==> config.mk <==
export PLATFORM = sky130hd
export DESIGN_NAME = tri_gate_gen
export DESIGN_NICKNAME = d
export VERILOG_FILES = /design/src/rtl/tgg_pkg.sv /design/src/rtl/tgg_ring.sv /design/src/rtl/tgg_decode.sv /design/src/rtl/tgg_outreg.sv /design/src/rtl/tri_gate_gen.sv
export SDC_FILE = /design/constraint.sdc
export NUM_CORES = 1
export LEC_CHECK = 0
export BUFFER_PORTS_ARGS = -buffer_cell sky130_fd_sc_hd__buf_4
export CAP_MARGIN = 20
export CELL_PAD_IN_SITES_DETAIL_PLACEMENT = 1
export CELL_PAD_IN_SITES_GLOBAL_PLACEMENT = 2
export CORE_AREA = 10 10 47 49
export DETAILED_ROUTE_END_ITERATION = 10
export DIE_AREA = 0 0 57 59
export PLACE_DENSITY_LB_ADDON = 0.1
export SLEW_MARGIN = 20
export SYNTH_ARGS = -nofsm -noshare
export SYNTH_HDL_FRONTEND = slang
export SYNTH_HIERARCHICAL = 1
export SYNTH_SLANG_ARGS = --single-unit
export TNS_END_PERCENT = 100
==> constraint.sdc <==
create_clock -name clk -period 2.4 [get_ports clk]
set_input_delay 0.48 -clock clk [delete_from_list [all_inputs] [get_ports clk]]
set_output_delay 0.48 -clock clk [all_outputs]
set_load 0.05 [all_outputs]
==> src/rtl/tgg_pkg.sv <==
package tgg_pkg;
  localparam int RING_W   = 3;
  localparam int NUM_PH   = 3;
  localparam int SEL_W    = $clog2(RING_W);
  localparam int NSTATE   = 2 * RING_W;

  // start code of the ring: stage 0 set, others clear
  localparam logic [RING_W-1:0] RING_S0 = {{(RING_W-1){1'b0}}, 1'b1};

  // phase k takes stage PH_SEL[k] of the ring, xored with PH_INV[k]
  localparam logic [NUM_PH*SEL_W-1:0] PH_SEL = {2'd1, 2'd2, 2'd0};
  localparam logic [NUM_PH-1:0]       PH_INV = 3'b100;
endpackage

==> src/rtl/tgg_ring.sv <==
module tgg_ring
  import tgg_pkg::*;
#(
  parameter int W = RING_W
) (
  input  logic         clk,
  input  logic         rst,
  input  logic         en,
  output logic [W-1:0] seq_d,
  output logic [W-1:0] seq_q
);
  localparam logic [W-1:0] START = {{(W-1){1'b0}}, 1'b1};

  logic [W-1:0] shifted;
  logic [W-1:0] edges;
  logic         legal;

  assign shifted[0] = ~seq_q[W-1];
  assign edges[0]   = 1'b0;

  genvar i;
  generate
    for (i = 1; i < W; i++) begin : g_stage
      assign shifted[i] = seq_q[i-1];
      assign edges[i]   = seq_q[i] ^ seq_q[i-1];
    end
  endgenerate

  // a valid twisted-ring code has at most one internal boundary
  assign legal = ($countones(edges) <= 1);

  always_comb begin
    if (rst)        seq_d = START;
    else if (!en)   seq_d = seq_q;
    else if (legal) seq_d = shifted;
    else            seq_d = START;
  end

  always_ff @(posedge clk) begin
    seq_q <= seq_d;
  end
endmodule

==> src/rtl/tgg_decode.sv <==
module tgg_decode
  import tgg_pkg::*;
#(
  parameter int W   = RING_W,
  parameter int NPH = NUM_PH
) (
  input  logic [W-1:0]   seq,
  output logic [NPH-1:0] phase
);
  genvar k;
  generate
    for (k = 0; k < NPH; k++) begin : g_phase
      assign phase[k] = seq[PH_SEL[k*SEL_W +: SEL_W]] ^ PH_INV[k];
    end
  endgenerate
endmodule

==> src/rtl/tgg_outreg.sv <==
module tgg_outreg #(
  parameter int NPH = 3
) (
  input  logic           clk,
  input  logic [NPH-1:0] phase_d,
  input  logic           mark_d,
  output logic [NPH-1:0] phase_q,
  output logic           mark_q
);
  always_ff @(posedge clk) begin
    phase_q <= phase_d;
    mark_q  <= mark_d;
  end
endmodule

==> src/rtl/tri_gate_gen.sv <==
module tri_gate_gen
  import tgg_pkg::*;
#(
  parameter int W   = RING_W,
  parameter int NPH = NUM_PH
) (
  input  logic           clk,
  input  logic           rst,
  input  logic           en,
  output logic [NPH-1:0] phase_o,
  output logic           cyc_mark
);
  localparam logic [W-1:0] START = {{(W-1){1'b0}}, 1'b1};

  logic [W-1:0]   seq_d;
  logic [W-1:0]   seq_q;
  logic [NPH-1:0] phase_d;
  logic           mark_d;

  tgg_ring #(.W(W)) u_ring (
    .clk   (clk),
    .rst   (rst),
    .en    (en),
    .seq_d (seq_d),
    .seq_q (seq_q)
  );

  tgg_decode #(.W(W), .NPH(NPH)) u_dec (
    .seq   (seq_d),
    .phase (phase_d)
  );

  assign mark_d = !rst && en && (seq_d == START);

  tgg_outreg #(.NPH(NPH)) u_oreg (
    .clk     (clk),
    .phase_d (phase_d),
    .mark_d  (mark_d),
    .phase_q (phase_o),
    .mark_q  (cyc_mark)
  );
endmodule

## Yosys cells after proc, flatten, opt, wreduce, memory -nomap -nowiden

Cells that the tools add are included.

| operators by class | value |
|---|---|
| eq/ne operators | 1 |
| bitwise logic cells | 4 |
| multiplexer cells | 3 |
| $add $sub $neg | 1 |
| $lt $le $gt $ge | 1 |
| reductions and logical operators | 3 |

Operators by type and width:

| operator | number |
|---|---|
| $le A32 B2 Y1 const B | 1 |
| $mux W3 | 3 |
| $eq A3 B1 Y1 const B | 1 |
| $add A1 B1 Y2 | 1 |
| $logic_and A1 B1 Y1 | 2 |
| $not A1 Y1 | 2 |
| $xor A1 B1 Y1 | 2 |
| $logic_not A1 Y1 | 1 |

| storage, ports and cells | value |
|---|---|
| input port bits | 3 |
| logic and storage cells | 16 |
| flip-flop bits (word level) | 7 |

## Longest topological paths before layout

| depth | value |
|---|---|
| word-level depth | 8 |
| mapped depth | 4 |
| gate-level depth less buffers | 4 |

## By module

The synthesis kept the hierarchy.

Modules (own cells, without submodules):

| module | cells each | area an instance (sq um) | instances | sequential area each (sq um) |
|---|---|---|---|---|
| tgg_ring | 11 | 111.4 | 1 | 60.1 |
| tgg_outreg | 4 | 80.1 | 1 | 80.1 |
| tgg_decode | 3 | 18.8 | 1 | 0.0 |
| tri_gate_gen | 2 | 13.8 | 1 | 0.0 |

## Worst setup path after synthesis

OpenSTA, ideal clock, no wires.

| timing | value |
|---|---|
| path kind | input -> register |
| start point | in en |
| end point | reg u_oreg.mark_q |
| library setup time | 0.117 ns |
| stages | 3 |
| path slack | 1.211 ns |
| data arrival time | 1.072 ns |
| buffers on the path | 0 |
| data required time | 2.283 ns |
| path through | nand2b_1 > or3b_1 > and4b_1 |

| between the ends | value |
|---|---|
| word-level cells in the longest chain between the ends | 4 |

RTL lines:

| what | line | source |
|---|---|---|
| start: declaration | tri_gate_gen.sv:9 | `input logic en,` |
| $mux W3 | tgg_ring.sv:34 | `else if (!en) seq_d = seq_q;` |
| $mux W3 | tgg_ring.sv:33 | `if (rst) seq_d = START;` |
| named net seq_d[0] | tri_gate_gen.sv:15 | `logic [W-1:0] seq_d;` |
| $eq A3 B1 Y1 | tri_gate_gen.sv:33 | `assign mark_d = !rst && en && (seq_d == START);` |
| $logic_and A1 B1 Y1 | tri_gate_gen.sv:33 |  |
| named net mark_d | tri_gate_gen.sv:18 | `logic mark_d;` |
| end signal: assignment | tgg_outreg.sv:12 | `mark_q <= mark_d;` |
| end: declaration | tgg_outreg.sv:8 | `output logic mark_q` |

The timed path passes the listed nets, and every way through them passes these cells.

## Final worst setup path

| timing | value |
|---|---|
| start point | reg u_oreg.phase_q[0] |
| end point | out phase_o[0] |

RTL lines:

| what | line | source |
|---|---|---|
| start: declaration | tgg_outreg.sv:7 | `output logic [NPH-1:0] phase_q,` |
| start signal: assignment | tgg_outreg.sv:11 | `phase_q <= phase_d;` |
| end: declaration | tri_gate_gen.sv:10 | `output logic [NPH-1:0] phase_o,` |

No word-level cell between the ends.

==> flow_summary.json <==
{
  "first_pass_iters": 3,
  "holdCritPathClass": "input pin to flip-flop",
  "crit_fanout": 1,
  "netlist_area_um2": 224.0,
  "clock_path_buffers": 2,
  "power_density_nw_per_um2": 900.5,
  "crit_family": "flip-flops",
  "via_per_inst": 3.614,
  "port-buffer-count": 6,
  "cp_num_buf_inv": 1,
  "critical_path.endpoint_type": "primary output",
  "critPathKind": "flip-flop to primary output",
  "hold_violations": 0,
  "wl_per_cell_um": 10.23,
  "ios": 7,
  "dpl.hpwl_um": 366.7,
  "postCtsHoldBufs": 0,
  "finalMaxSlewViolations": 0,
  "grt_pass1_vias": 180,
  "chipWidth_um": 57,
  "grt_remaining_overflow": 0,
  "power_leakage_nw": 0.1378,
  "cts_tree": "yes",
  "antenna_found_initial": 0,
  "slew_headroom_pct": 75.66,
  "postCtsSetupBuffers": 0,
  "dr_total_vias": 159,
  "grtUsageTotal_pct": 3.450,
  "yosysWarnings": 6,
  "rsz0062_at_grt": "false",
  "synthTopCellsByArea": "dfxtp_1, buf_4, inv_1, and4b_1, a221oi_1",
  "status": "finished clean",
  "syn_inst": 20,
  "rows": 14,
  "routabilityCongestion": 0.7540,
  "cts-root-buf": "clkbuf_4",
  "drv_cap": 0,
  "cts_buffers": 3,
  "die_area_um2": 3363,
  "antenna_cells": 0,
  "fmax_mhz": 816.6,
  "wirelength_um": 450,
  "drt-initial-drc-count": 1,
  "final_antenna_net_count": 0,
  "drcViolationCount": 0,
  "start_util_pct": 15.98,
  "cp_slowest_cell": "dfxtp_1",
  "clk_pin_slew_worst_paths_ns": 0.05,
  "ys_seq_area_share_pct": 62.57,
  "post_cts_resized": 0,
  "crit_required_ns": 1.92,
  "startpoint_type": "flip-flop",
  "coreArea_um2": 1401,
  "grt_pass1_wl_um": 814,
  "synth_area_leader_cell": "dfxtp_1",
  "setup_slack_ns": 1.175,
  "ir_drop_mv": 0.3498,
  "yosys_register_bits": 7,
  "preCtsSetupSlack_ns": 1.012,
  "crit_chain": "buf_4",
  "synth_cell_types": 11,
  "cts_num_sinks": 7,
  "clock_latency_ns": 0.25,
  "n_fill_cell": 171,
  "skew_ns": 0.0001547,
  "fin_crit_ns": 1.225,
  "synth_top_area_share_pct": 62.57,
  "final.period_utilization_pct": 51.02,
  "worst_slew_pin_slew_ns": 0.3630,
  "tns_ns": 0,
  "finalNetCount": 32,
  "ctsHtreeMaxLevel": 1,
  "setup_violations": 0,
  "grt_max_degree": 7,
  "die_y_um": 59,
  "avgSynthCellArea_um2": 11.20,
  "cp_slowest_stage_delay_ns": 0.31,
  "synth_nets": 23,
  "drive_gt1_share_pct": 32.14,
  "areaGrowthSynthToFinish_pct": 34.08,
  "crit_arrival_ns": 0.74
}
-- layout make-up --
| cell class | count | area (um^2) | share of cell area, % |
|---|---|---|---|
| sequential | 7 | 140.1 | 46.67 |
| inverter | 3 | 11.26 | 3.750 |
| multi-input combinational | 8 | 57.56 | 19.17 |
| timing repair buffer | 6 | 45.04 | 15.00 |
| clock buffer | 4 | 26.28 | 8.750 |
| tap | 16 | 20.02 | 6.667 |
-- sequential cells by signal, indices dropped and copies added (netlist names) --
register,flops
u_oreg/phase_q,3
u_oreg/mark_q,1
u_ring/seq_q,3
-- final timing paths --
kind,start,to,cells past startpoint,slack [ns]
hold reg to reg,u_ring/seq_q[0],u_ring/seq_q[1],2,0.53
setup reg to reg,u_ring/seq_q[2],u_oreg/mark_q,3,1.24
hold / removal,rst,u_ring/seq_q[1],2,0.45
setup / recovery,u_oreg/phase_q[0],phase_o[0],1,1.18
-- cells by family after synthesis --
family / synth area share (%)
simple gates: 12.85
flops: 62.57
buf+inv: 11.73
compound gates: 12.85
-- through the flow --
step,instances,power [mW],hold WS (ns),util (%),instance area (um^2)
finish,44,0.2704,0.4524,21.43,300.3
detailed placement,40,0.1678,0.5262,19.55,274.0
CTS,44,0.2769,0.4470,21.43,300.3
global route,44,0.2928,0.4401,21.43,300.3
floorplan,20,0.1560,0.4770,-,224.0
global placement,40,0.1683,0.5204,19.55,274.0
-- report_power, final --
part           total, mW  internal [mW]  leakage [nW]  switching, mW
clock network      0.106         0.0634        0.0150         0.0425
logic             0.0372         0.0127        0.0650         0.0245
registers          0.127          0.124        0.0579        0.00303
total              0.270          0.200         0.138         0.0700
-- layout by cell type, fill, tap and decap left out --
master,n
dfxtp_1,7
buf_4,6
clkbuf_4,3
inv_1,3
nor2_1,1
and4b_1,1
clkbuf_1,1
a21boi_1,1
nand2b_1,1
or3b_1,1
a221oi_1,1
a21oi_1,1
a211oi_1,1
-- layer usage --
layer | part of all wire, % | GRT usage, %
met3 | 9.1 | 4.506
met1 | 41 | 3.070
met2 | 50 | 4.651
met5 | 0 | 0
met4 | 0 | 1.007
-- cell usage after synthesis --
library cell and instances:
dfxtp_1 7, inv_1 3, buf_4 2, a211oi_1 1, a21boi_1 1, a21oi_1 1, a221oi_1 1, and4b_1 1
nand2b_1 1, nor2_1 1, or3b_1 1
(Power assumes the default switching activity.)
